==> config.mk <==
export PLATFORM = sky130hd
export DESIGN_NAME = dual_rail_hreg
export DESIGN_NICKNAME = d
export VERILOG_FILES = /design/src/rtl/hreg_pkg.sv /design/src/rtl/hreg_logic.sv /design/src/rtl/hreg_cell.sv /design/src/rtl/dual_rail_hreg.sv
export SDC_FILE = /design/constraint.sdc
export NUM_CORES = 1
export LEC_CHECK = 0
export ABC_AREA = 1
export ABC_CLOCK_PERIOD_IN_PS = 2500
export BUFFER_PORTS_ARGS = -buffer_cell sky130_fd_sc_hd__buf_2
export CAP_MARGIN = 40
export CORE_MARGIN = 8
export CORE_UTILIZATION = 45
export CTS_CLUSTER_DIAMETER = 40
export DETAILED_ROUTE_END_ITERATION = 8
export HOLD_SLACK_MARGIN = 0.03
export PLACE_DENSITY = 0.72
export SETUP_SLACK_MARGIN = 0.02
export SLEW_MARGIN = 20
export SYNTH_ARGS = -nofsm -noshare
export SYNTH_HDL_FRONTEND = slang
export SYNTH_HIERARCHICAL = 1
export SYNTH_SLANG_ARGS = --single-unit
export TNS_END_PERCENT = 100
==> constraint.sdc <==
create_clock -name clk -period 2.5 [get_ports clk]
set_clock_uncertainty 0.05 [all_clocks]
set_input_delay 0.375 -clock clk [delete_from_list [all_inputs] [get_ports clk]]
set_output_delay 0.375 -clock clk [all_outputs]
set_load 0.005 [all_outputs]
==> src/rtl/hreg_pkg.sv <==
package hreg_pkg;

  // One stored bit carried as two independent copies.
  typedef struct packed {
    logic a;
    logic b;
  } dual_bit_t;

  // Capture is legal only when both enable copies and both data copies agree.
  function automatic logic both_agree(input logic en_a, input logic en_b,
                                      input logic d_a, input logic d_b);
    return en_a & en_b & ~(d_a ^ d_b);
  endfunction

endpackage

==> src/rtl/hreg_logic.sv <==
// One rail of the duplicated next-state logic: sees only its own rail.
module hreg_logic #(
  parameter int W = 8
) (
  input  logic [W-1:0] up,
  input  logic [W-1:0] step,
  input  logic [W-1:0] flip,
  output logic [W-1:0] nxt
);
  logic [W-1:0] sum;

  always_comb begin
    sum = up + step;
    nxt = sum ^ flip;
  end
endmodule

==> src/rtl/hreg_cell.sv <==
// One bit: master stage (agree-or-hold select) feeding a slave stage that stores both copies.
module hreg_cell
  import hreg_pkg::*;
#(
  parameter logic RST_BIT = 1'b0
) (
  input  logic clk,
  input  logic rst,
  input  logic en_a,
  input  logic en_b,
  input  logic d_a,
  input  logic d_b,
  output logic q_a,
  output logic q_b,
  output logic disagree
);
  dual_bit_t slv;
  dual_bit_t mst;
  logic      load_a;
  logic      load_b;

  // Each rail evaluates the load condition on its own path.
  always_comb begin
    load_a   = both_agree(en_a, en_b, d_a, d_b);
    load_b   = both_agree(en_b, en_a, d_b, d_a);
    mst.a    = load_a ? d_a : slv.a;
    mst.b    = load_b ? d_b : slv.b;
    disagree = d_a ^ d_b;
  end

  always_ff @(posedge clk) begin
    if (rst) begin
      slv.a <= RST_BIT;
      slv.b <= RST_BIT;
    end else begin
      slv <= mst;
    end
  end

  assign q_a = slv.a;
  assign q_b = slv.b;

  a_r2_capture: assert property (@(posedge clk) disable iff (rst)
    ($past(!rst) && $past(en_a && en_b && (d_a == d_b))) |-> (q_a == $past(d_a) && q_b == $past(d_b)));

  a_r3_hold_on_disagree: assert property (@(posedge clk) disable iff (rst)
    ($past(!rst) && $past(d_a != d_b)) |-> ($stable(q_a) && $stable(q_b)));

  a_r6_hold_on_enable_split: assert property (@(posedge clk) disable iff (rst)
    ($past(!rst) && $past(en_a != en_b)) |-> ($stable(q_a) && $stable(q_b)));
endmodule

==> src/rtl/dual_rail_hreg.sv <==
module dual_rail_hreg #(
  parameter int           W       = 8,
  parameter logic [W-1:0] RST_VAL = '0
) (
  input  logic         clk,
  input  logic         rst,
  input  logic         cen_a,
  input  logic         cen_b,
  input  logic [W-1:0] up_a,
  input  logic [W-1:0] up_b,
  input  logic [W-1:0] step,
  input  logic [W-1:0] flip_a,
  input  logic [W-1:0] flip_b,
  output logic [W-1:0] q_a,
  output logic [W-1:0] q_b,
  output logic         mismatch
);
  localparam int NRAIL = 2;

  logic [NRAIL-1:0][W-1:0] up_r;
  logic [NRAIL-1:0][W-1:0] flip_r;
  logic [NRAIL-1:0][W-1:0] nxt_r;
  logic [W-1:0]            dis;
  logic                    mism_d;
  logic                    mism_q;

  assign up_r[0]   = up_a;
  assign up_r[1]   = up_b;
  assign flip_r[0] = flip_a;
  assign flip_r[1] = flip_b;

  for (genvar r = 0; r < NRAIL; r++) begin : g_rail
    hreg_logic #(.W(W)) u_logic (
      .up   (up_r[r]),
      .step (step),
      .flip (flip_r[r]),
      .nxt  (nxt_r[r])
    );
  end

  for (genvar i = 0; i < W; i++) begin : g_bit
    hreg_cell #(.RST_BIT(RST_VAL[i])) u_cell (
      .clk      (clk),
      .rst      (rst),
      .en_a     (cen_a),
      .en_b     (cen_b),
      .d_a      (nxt_r[0][i]),
      .d_b      (nxt_r[1][i]),
      .q_a      (q_a[i]),
      .q_b      (q_b[i]),
      .disagree (dis[i])
    );
  end

  always_comb begin
    mism_d = (cen_a ^ cen_b) | (cen_a & cen_b & (|dis));
  end

  always_ff @(posedge clk) begin
    if (rst) mism_q <= 1'b0;
    else     mism_q <= mism_d;
  end

  assign mismatch = mism_q;

  a_r1_reset_state: assert property (@(posedge clk)
    $past(rst) |-> (q_a == RST_VAL && q_b == RST_VAL && !mismatch));

  a_r4_rails_equal: assert property (@(posedge clk) disable iff (rst)
    q_a == q_b);

  a_r9_idle_quiet: assert property (@(posedge clk) disable iff (rst)
    ($past(!rst) && $past(!cen_a && !cen_b)) |-> (!mismatch && $stable(q_a)));

  a_r7_clean_no_flag: assert property (@(posedge clk) disable iff (rst)
    ($past(!rst) && $past(cen_a && cen_b && up_a == up_b && flip_a == '0 && flip_b == '0))
      |-> (!mismatch && q_a == $past(up_a + step)));
endmodule

==> reports/metrics.cfg, run 1 <==
[run_status]
status=finished clean

[synth]
synthCells=316
avgSynthCellArea_um2=5.947
synth_seq_cells=17
yosys_warnings=6
synth_top_area_cell=dfxtp_1
synthDistinctLibCells=22
syn_nets=377
netlist_area_um2=1879
synth_seq_area_share=0.1811
yosysTopAreaCellShare=0.1811
synthTopCellsByArea=dfxtp_1 (18%), inv_1 (17%), nand2_1 (17%)

[detailed_routing]
drc=0
ant_nets=0
first_pass_iters=4
wl_mm=4.340
drt_iter0_drc=72
avgViaCountPerCell=4.428
num_vias=1904
wl_per_cell_um=10.09

[worst_setup_path]
path_depth=17
cp_cell_sequence=buf_2 -> ha_1 -> inv_1 -> fa_1 -> inv_1 -> nand3_1 -> a21o_1 -> nand2_1 -> inv_1 -> inv_1 -> nand2_2 -> nand2_2 -> inv_1 -> nor2_1 -> nand2_1 -> o21ai_1 -> a21oi_1
r2r_cells=2
worstSetupPathType=input pin to flop
cp-end-kind=flop
critPathLaunchType=input pin
reg2reg_to=g_bit[4].u_cell/q_b$_SDFFE_PP0P_
crit_top_cell=inv_1
worst_ep_arrival_time_ns=2.12
r2r_slack_ns=1.84
crit_slowest_cell=fa_1
crit_path_end=mismatch$_SDFF_PP0_
path_buf_inv=6
crit_start=step[0]
crit_required_ns=2.58
slowest_delay_ns=0.40
reg2reg_from=g_bit[4].u_cell/q_b$_SDFFE_PP0P_
path_max_fanout=3
critPathTopFamily=adder cells

[finish]
final_layout_size_suffix_gt1_frac=0.2289
post-route-util=0.5718
area_growth_pct=21.70
diodes=0
n_fill_cell=410
fin_cells=430
fin_nets=442

[clock_tree]
cts_hold_buffers=0
htreeDepth=1
insertion_delay_ns=0.24
ctsResizeCount=0
cts_tree=built
cts_num_sinks=17
cts_root_buf=clkbuf_8
numCtsBuffers=3
clk_pin_slew_worst_paths_ns=0.06
post_cts_buffers=0
ctsLongestPathBuffers=2

[global_routing]
overflow=0
grt_pass1_vias=1880
grt_pass1_wl_mm=7.452
track_usage=0.1372
antenna_found_initial=0
grt_max_degree=10

[flow_run]
drv_cap=0

[timing]
slew_viol_final=0
tns_ns=0
post-route-period-util=0.8137
whs_ns=0.3762
period_minus_slack_ns=2.034
setup_viol=0
hold_violations=0
rsz0062_at_grt=no
slew_headroom=0.8325
fmax_mhz=491.6
tightest_slew_ns=0.2495

[power_and_ir_drop]
swShare=0.3992
p_total_mw=1.044
peakVddDrop_uv=268.2
p_comb_frac=0.511
p_leak_nw=1.500
intPower_uw=627.5
powerDensity_nw_per_um2=456.6
p_switching_uw=416.9
p_seq_frac=0.299
p_clk_frac=0.191

[floorplan]
io_pins=61
die_y_um=80.63
die_area_um2=6500
start_util=0.4698
core-area_um2=4000
rows=23
die_w_um=80.63

[min_path]
hold_path_class=input pin to flop

[placement]
dp_cells=426
io_buffers=60
dp_hpwl_mm=3.849
gp_routability_congestion=0.8644

metal layers:
| layer | up-vias | GRT usage | wire, um |
|---|---|---|---|
| met5 | - | 0 | 0 |
| met4 | 0 | 0.02182 | 27 |
| li1 | 1061 | - | - |
| met1 | 811 | 0.1545 | 1912 |
| met2 | 30 | 0.2574 | 2206 |
| met3 | 2 | 0.02902 | 194 |
per-stage QoR:
stage / area (um^2) / setup slack, ns
6_report: 2287 / 0.4658
5_1_grt: 2287 / 0.2414
4_1_cts: 2287 / 0.4623
3_5_place_dp: 2242 / 0.2101
3_3_place_gp: 2242 / 0.2621
2_1_floorplan: 1879 / 0.4730
synth_stat cells (all sizes together):
| cell | instances |
|---|---|
| a21o | 1 |
| a21oi | 22 |
| clkinv | 1 |
| dfxtp | 17 |
| fa | 2 |
| ha | 15 |
| inv | 86 |
| nand2 | 102 |
| nand3 | 20 |
| nand3b | 3 |
| nand4 | 2 |
| nor2 | 25 |
| o21ai | 1 |
| or2 | 1 |
| xnor2 | 10 |
| xor2 | 8 |
registers in the layout (all words and copies together) (netlist names):
name / cells
g_bit.u_cell/q_a: 8
g_bit.u_cell/q_b: 8
mismatch: 1
power groups by stage:
stage / clock, mW / combinational [mW] / sequential, mW
after floorplan: 0 / 0.389 / 0.321
after global placement: 0 / 0.525 / 0.318
after detailed placement: 0 / 0.537 / 0.318
after CTS: 0.205 / 0.540 / 0.312
after global routing: 0.219 / 0.617 / 0.316
final: 0.199 / 0.533 / 0.312
final cells by class:
| class | instances | area (um^2) | share of cell area |
|---|---|---|---|
| Inverter | 87 | 326.6 | 0.1428 |
| Multi-Input combinational cell | 212 | 1212 | 0.5301 |
| Timing Repair Buffer | 60 | 300.3 | 0.1313 |
| Tap cell | 50 | 62.56 | 0.02735 |
| Sequential cell | 17 | 340.3 | 0.1488 |
| Clock buffer | 4 | 45.04 | 0.01969 |
placed cells by master (no fill, tap or decap), types with 2 or more instances in the layout:
cell type	Yosys	layout
nand4_1	2	2
a21oi_1	21	21
clkbuf_8	0	3
nor2_1	24	24
xnor2_1	10	10
inv_1	86	86
fa_1	2	2
nand3_1	19	19
buf_2	0	60
xor2_1	8	8
nand2_2	18	18
dfxtp_1	17	17
ha_1	15	15
nand2_1	83	83
nand3b_1	2	2
kinds of logic after synthesis:
kind of cell / Yosys count / synth area share
simple gates: 153 / 0.3688
compound gates: 24 / 0.07124
fa+ha+maj: 17 / 0.1212
flops: 17 / 0.1811
buf+inv: 87 / 0.1738
xor+xnor: 18 / 0.08389
worst min path at each step:
stage | startpoint | to | cells past startpoint
2_1_floorplan | rst | mismatch$_SDFF_PP0_ | 1
3_3_place_gp | g_bit[5].u_cell/q_a$_SDFFE_PP0P_ | g_bit[5].u_cell/q_a$_SDFFE_PP0P_ | 2
3_5_place_dp | g_bit[5].u_cell/q_a$_SDFFE_PP0P_ | g_bit[5].u_cell/q_a$_SDFFE_PP0P_ | 2
4_1_cts | rst | mismatch$_SDFF_PP0_ | 2
5_1_grt | rst | mismatch$_SDFF_PP0_ | 2
6_report | rst | mismatch$_SDFF_PP0_ | 2
(Power assumes the default switching activity.)
==> inputs of run 2 (changes only) <==
--- a/config.mk
+++ b/config.mk
@@ -6,7 +6,7 @@
 export NUM_CORES = 1
 export LEC_CHECK = 0
 export ABC_AREA = 1
-export ABC_CLOCK_PERIOD_IN_PS = 2500
+export ABC_CLOCK_PERIOD_IN_PS = 1800
 export BUFFER_PORTS_ARGS = -buffer_cell sky130_fd_sc_hd__buf_2
 export CAP_MARGIN = 40
 export CORE_MARGIN = 8
@@ -14,7 +14,7 @@
 export CTS_CLUSTER_DIAMETER = 40
 export DETAILED_ROUTE_END_ITERATION = 8
 export HOLD_SLACK_MARGIN = 0.03
-export PLACE_DENSITY = 0.72
+export PLACE_DENSITY = 0.75
 export SETUP_SLACK_MARGIN = 0.02
 export SLEW_MARGIN = 20
 export SYNTH_ARGS = -nofsm -noshare
==> constraint.sdc (replaced) <==
create_clock -name clk -period 1.8 [get_ports clk]
set_clock_uncertainty 0.05 [all_clocks]
set_input_delay 0.27 -clock clk [delete_from_list [all_inputs] [get_ports clk]]
set_output_delay 0.27 -clock clk [all_outputs]
set_load 0.005 [all_outputs]
==> run 2 against run 1 <==
Final area increased by 15%; clock power rose by 44%; core utilization increased by 8.5 points; largest power group unchanged; critical endpoint unchanged; sequential share of layout area fell by 1.9 points; cell count increased by 5.1%.
==> reports/metrics.cfg, run 2 (synthesis gave the netlist of run 1 again) <==
[min_path]
hp-start=rst
min_to=mismatch$_SDFF_PP0_
hold_depth=2  ; unchanged
hold_path_class=input pin to flop

[detailed_routing]
first_pass_iters=4  ; unchanged
avgViaCountPerCell=4.588  ; +3.6%
ant_nets=0  ; unchanged
drt_iter0_drc=128  ; +78%
num_vias=2074  ; +8.9%
wl_per_cell_um=10.81  ; +7.1%
drc=0  ; unchanged
wl_mm=4.885  ; +13%

[floorplan]
die_w_um=80.63  ; unchanged
die_area_um2=6500  ; unchanged
io_pins=61  ; unchanged
start_util=0.4698  ; unchanged
core-area_um2=4000  ; unchanged
rows=23  ; unchanged
die_y_um=80.63  ; unchanged

[worst_setup_path]
cp-end-kind=flop
critPathLaunchType=input pin
crit_slowest_cell=fa_2
path_max_fanout=2  ; -1
worstSetupPathType=input pin to flop
worst_ep_arrival_time_ns=1.85  ; -0.27 ns
crit_required_ns=1.89  ; -0.69 ns
reg2reg_to=g_bit[5].u_cell/q_b$_SDFFE_PP0P_
crit_top_cell=nand2_1
slowest_delay_ns=0.40  ; about the same
reg2reg_from=g_bit[5].u_cell/q_b$_SDFFE_PP0P_
r2r_cells=2  ; unchanged
r2r_slack_ns=1.15  ; -0.69 ns
cp_cell_sequence=buf_8 -> ha_4 -> inv_4 -> fa_2 -> inv_4 -> nand3_2 -> nand3_2 -> nand2_1 -> nand2_1 -> inv_1 -> inv_2 -> nand2_2 -> nand2_2 -> inv_1 -> nor2_1 -> nand2_1 -> o21ai_1 -> a21oi_1

[global_routing]
grtUsageMet3=0.04353  ; +0.01451
grt_max_degree=10  ; unchanged
overflow=0  ; unchanged
grt_pass1_vias=2037  ; +8.4%
gr-max-usage-layer=met2
met2_usage=0.2799  ; +0.02245
grt_use_met1=0.1648  ; +0.01030
antenna_found_initial=0  ; unchanged
grt_pass1_wl_mm=8.128  ; +9.1%
track_usage=0.1491  ; +0.01189

[clock_tree]
cts_tree=built
insertion_delay_ns=0.25  ; about the same
cts_num_sinks=17  ; unchanged
htreeDepth=1  ; unchanged
clk_pin_slew_worst_paths_ns=0.06  ; about the same
numCtsBuffers=3  ; unchanged
ctsLongestPathBuffers=2  ; unchanged
cts_root_buf=clkbuf_8

[finish]
area_growth_pct=39.75
post-route-util=0.6566  ; +0.08477
final_common_cell=nand2_1
diodes=0  ; unchanged
fin_nets=464  ; +5.0%
final_layout_size_suffix_gt1_frac=0.3408  ; +0.1118
most-common-layout-cells=nand2_1 (83), inv_1 (78), buf_2 (58)

[timing]
period_minus_slack_ns=1.760
tns_ns=0  ; unchanged
fmax_mhz=568.3
setup_viol=0  ; unchanged
rsz0062_at_grt=yes
slew_viol_final=0  ; unchanged
tightest_slew_ns=0.2661  ; +0.01662 ns
slew_headroom=0.8213  ; -0.01116
hold_violations=0  ; unchanged
post-route-period-util=0.9776

[run_status]
status=finished clean

[placement]
dp_hpwl_mm=4.028  ; +4.6%
io_buffers=60  ; unchanged
gp_routability_congestion=0.8661  ; +0.20%

[power_and_ir_drop]
peakVddDrop_uv=498.5  ; +86%
p_leak_nw=1.631  ; +8.7%
powerDensity_nw_per_um2=644.3  ; +41%

[flow_run]
drv_cap=0  ; unchanged

-- run 2: changes by cell type in the layout (fill, tap and decap cells not counted), sizes merged --
cell	delta
inv	+1
clkinv	-1
buf	+22
-- run 2: cell type report --
class	count	area [um^2]
tap	50	62.56
multi-input combinational	212	1365
sequential	17	340.3
inverter	87	331.6
clock buffer	4	45.04
timing repair buffer	82	481.7
fill	350	1374
-- run 2: worst max path at each step --
stage	start	endpoint
after CTS	step[0]	mismatch$_SDFF_PP0_
after detailed placement	step[0]	mismatch$_SDFF_PP0_
final	step[0]	mismatch$_SDFF_PP0_
after global routing	step[0]	mismatch$_SDFF_PP0_
after global placement	step[0]	mismatch$_SDFF_PP0_
after floorplan	step[0]	mismatch$_SDFF_PP0_
-- run 2: critical path: cells and delay by family --
kind                       cells  cell delay (ns)
and+or+nand+nor                8             0.51
AOI/OAI and AO/OA              2             0.19
buffers and inverters          6             0.35
adders and majority gates      2             0.53
-- run 2: per-layer routing --
layer / routed length [um] / share of wire / vias up
li1: - / - / 1104
met1: 1933 / 0.40 / 912
met2: 2598 / 0.53 / 54
met3: 321 / 0.066 / 4
met4: 31 / 0.0063 / 0
met5: 0 / 0 / -
-- run 2: report_power, final --
| group | switching [mW] | internal (mW) | leakage, nW |
|---|---|---|---|
| registers | 0.0186 | 0.415 | 0.139 |
| clock network | 0.130 | 0.157 | 0.0228 |
| logic | 0.508 | 0.463 | 1.47 |
-- run 2: what timing repair did --
| item | CTS | global route |
|---|---|---|
| gates resized for setup | 2 | 18 |
| pin swaps | 4 | 7 |
| endpoints found under the setup margin | 1 | 6 |
| hold buffers | 0 | 0 |
| gates cloned | 0 | 0 |
| buffers inserted | 0 | 0 |
-- run 2: per-stage QoR --
step	cell area, um^2	power [mW]	setup slack [ns]	std cells	hold slack, ns
2_1_floorplan	1927	1.002	0.0005234	316	0.2891
3_3_place_gp	2455	1.333	-0.2630	448	0.3977
3_5_place_dp	2455	1.357	-0.3105	448	0.4017
4_1_cts	2510	1.651	0.02260	452	0.2617
5_1_grt	2626	1.840	-0.1108	452	0.2945
6_report	2626	1.692	0.04030	452	0.2712
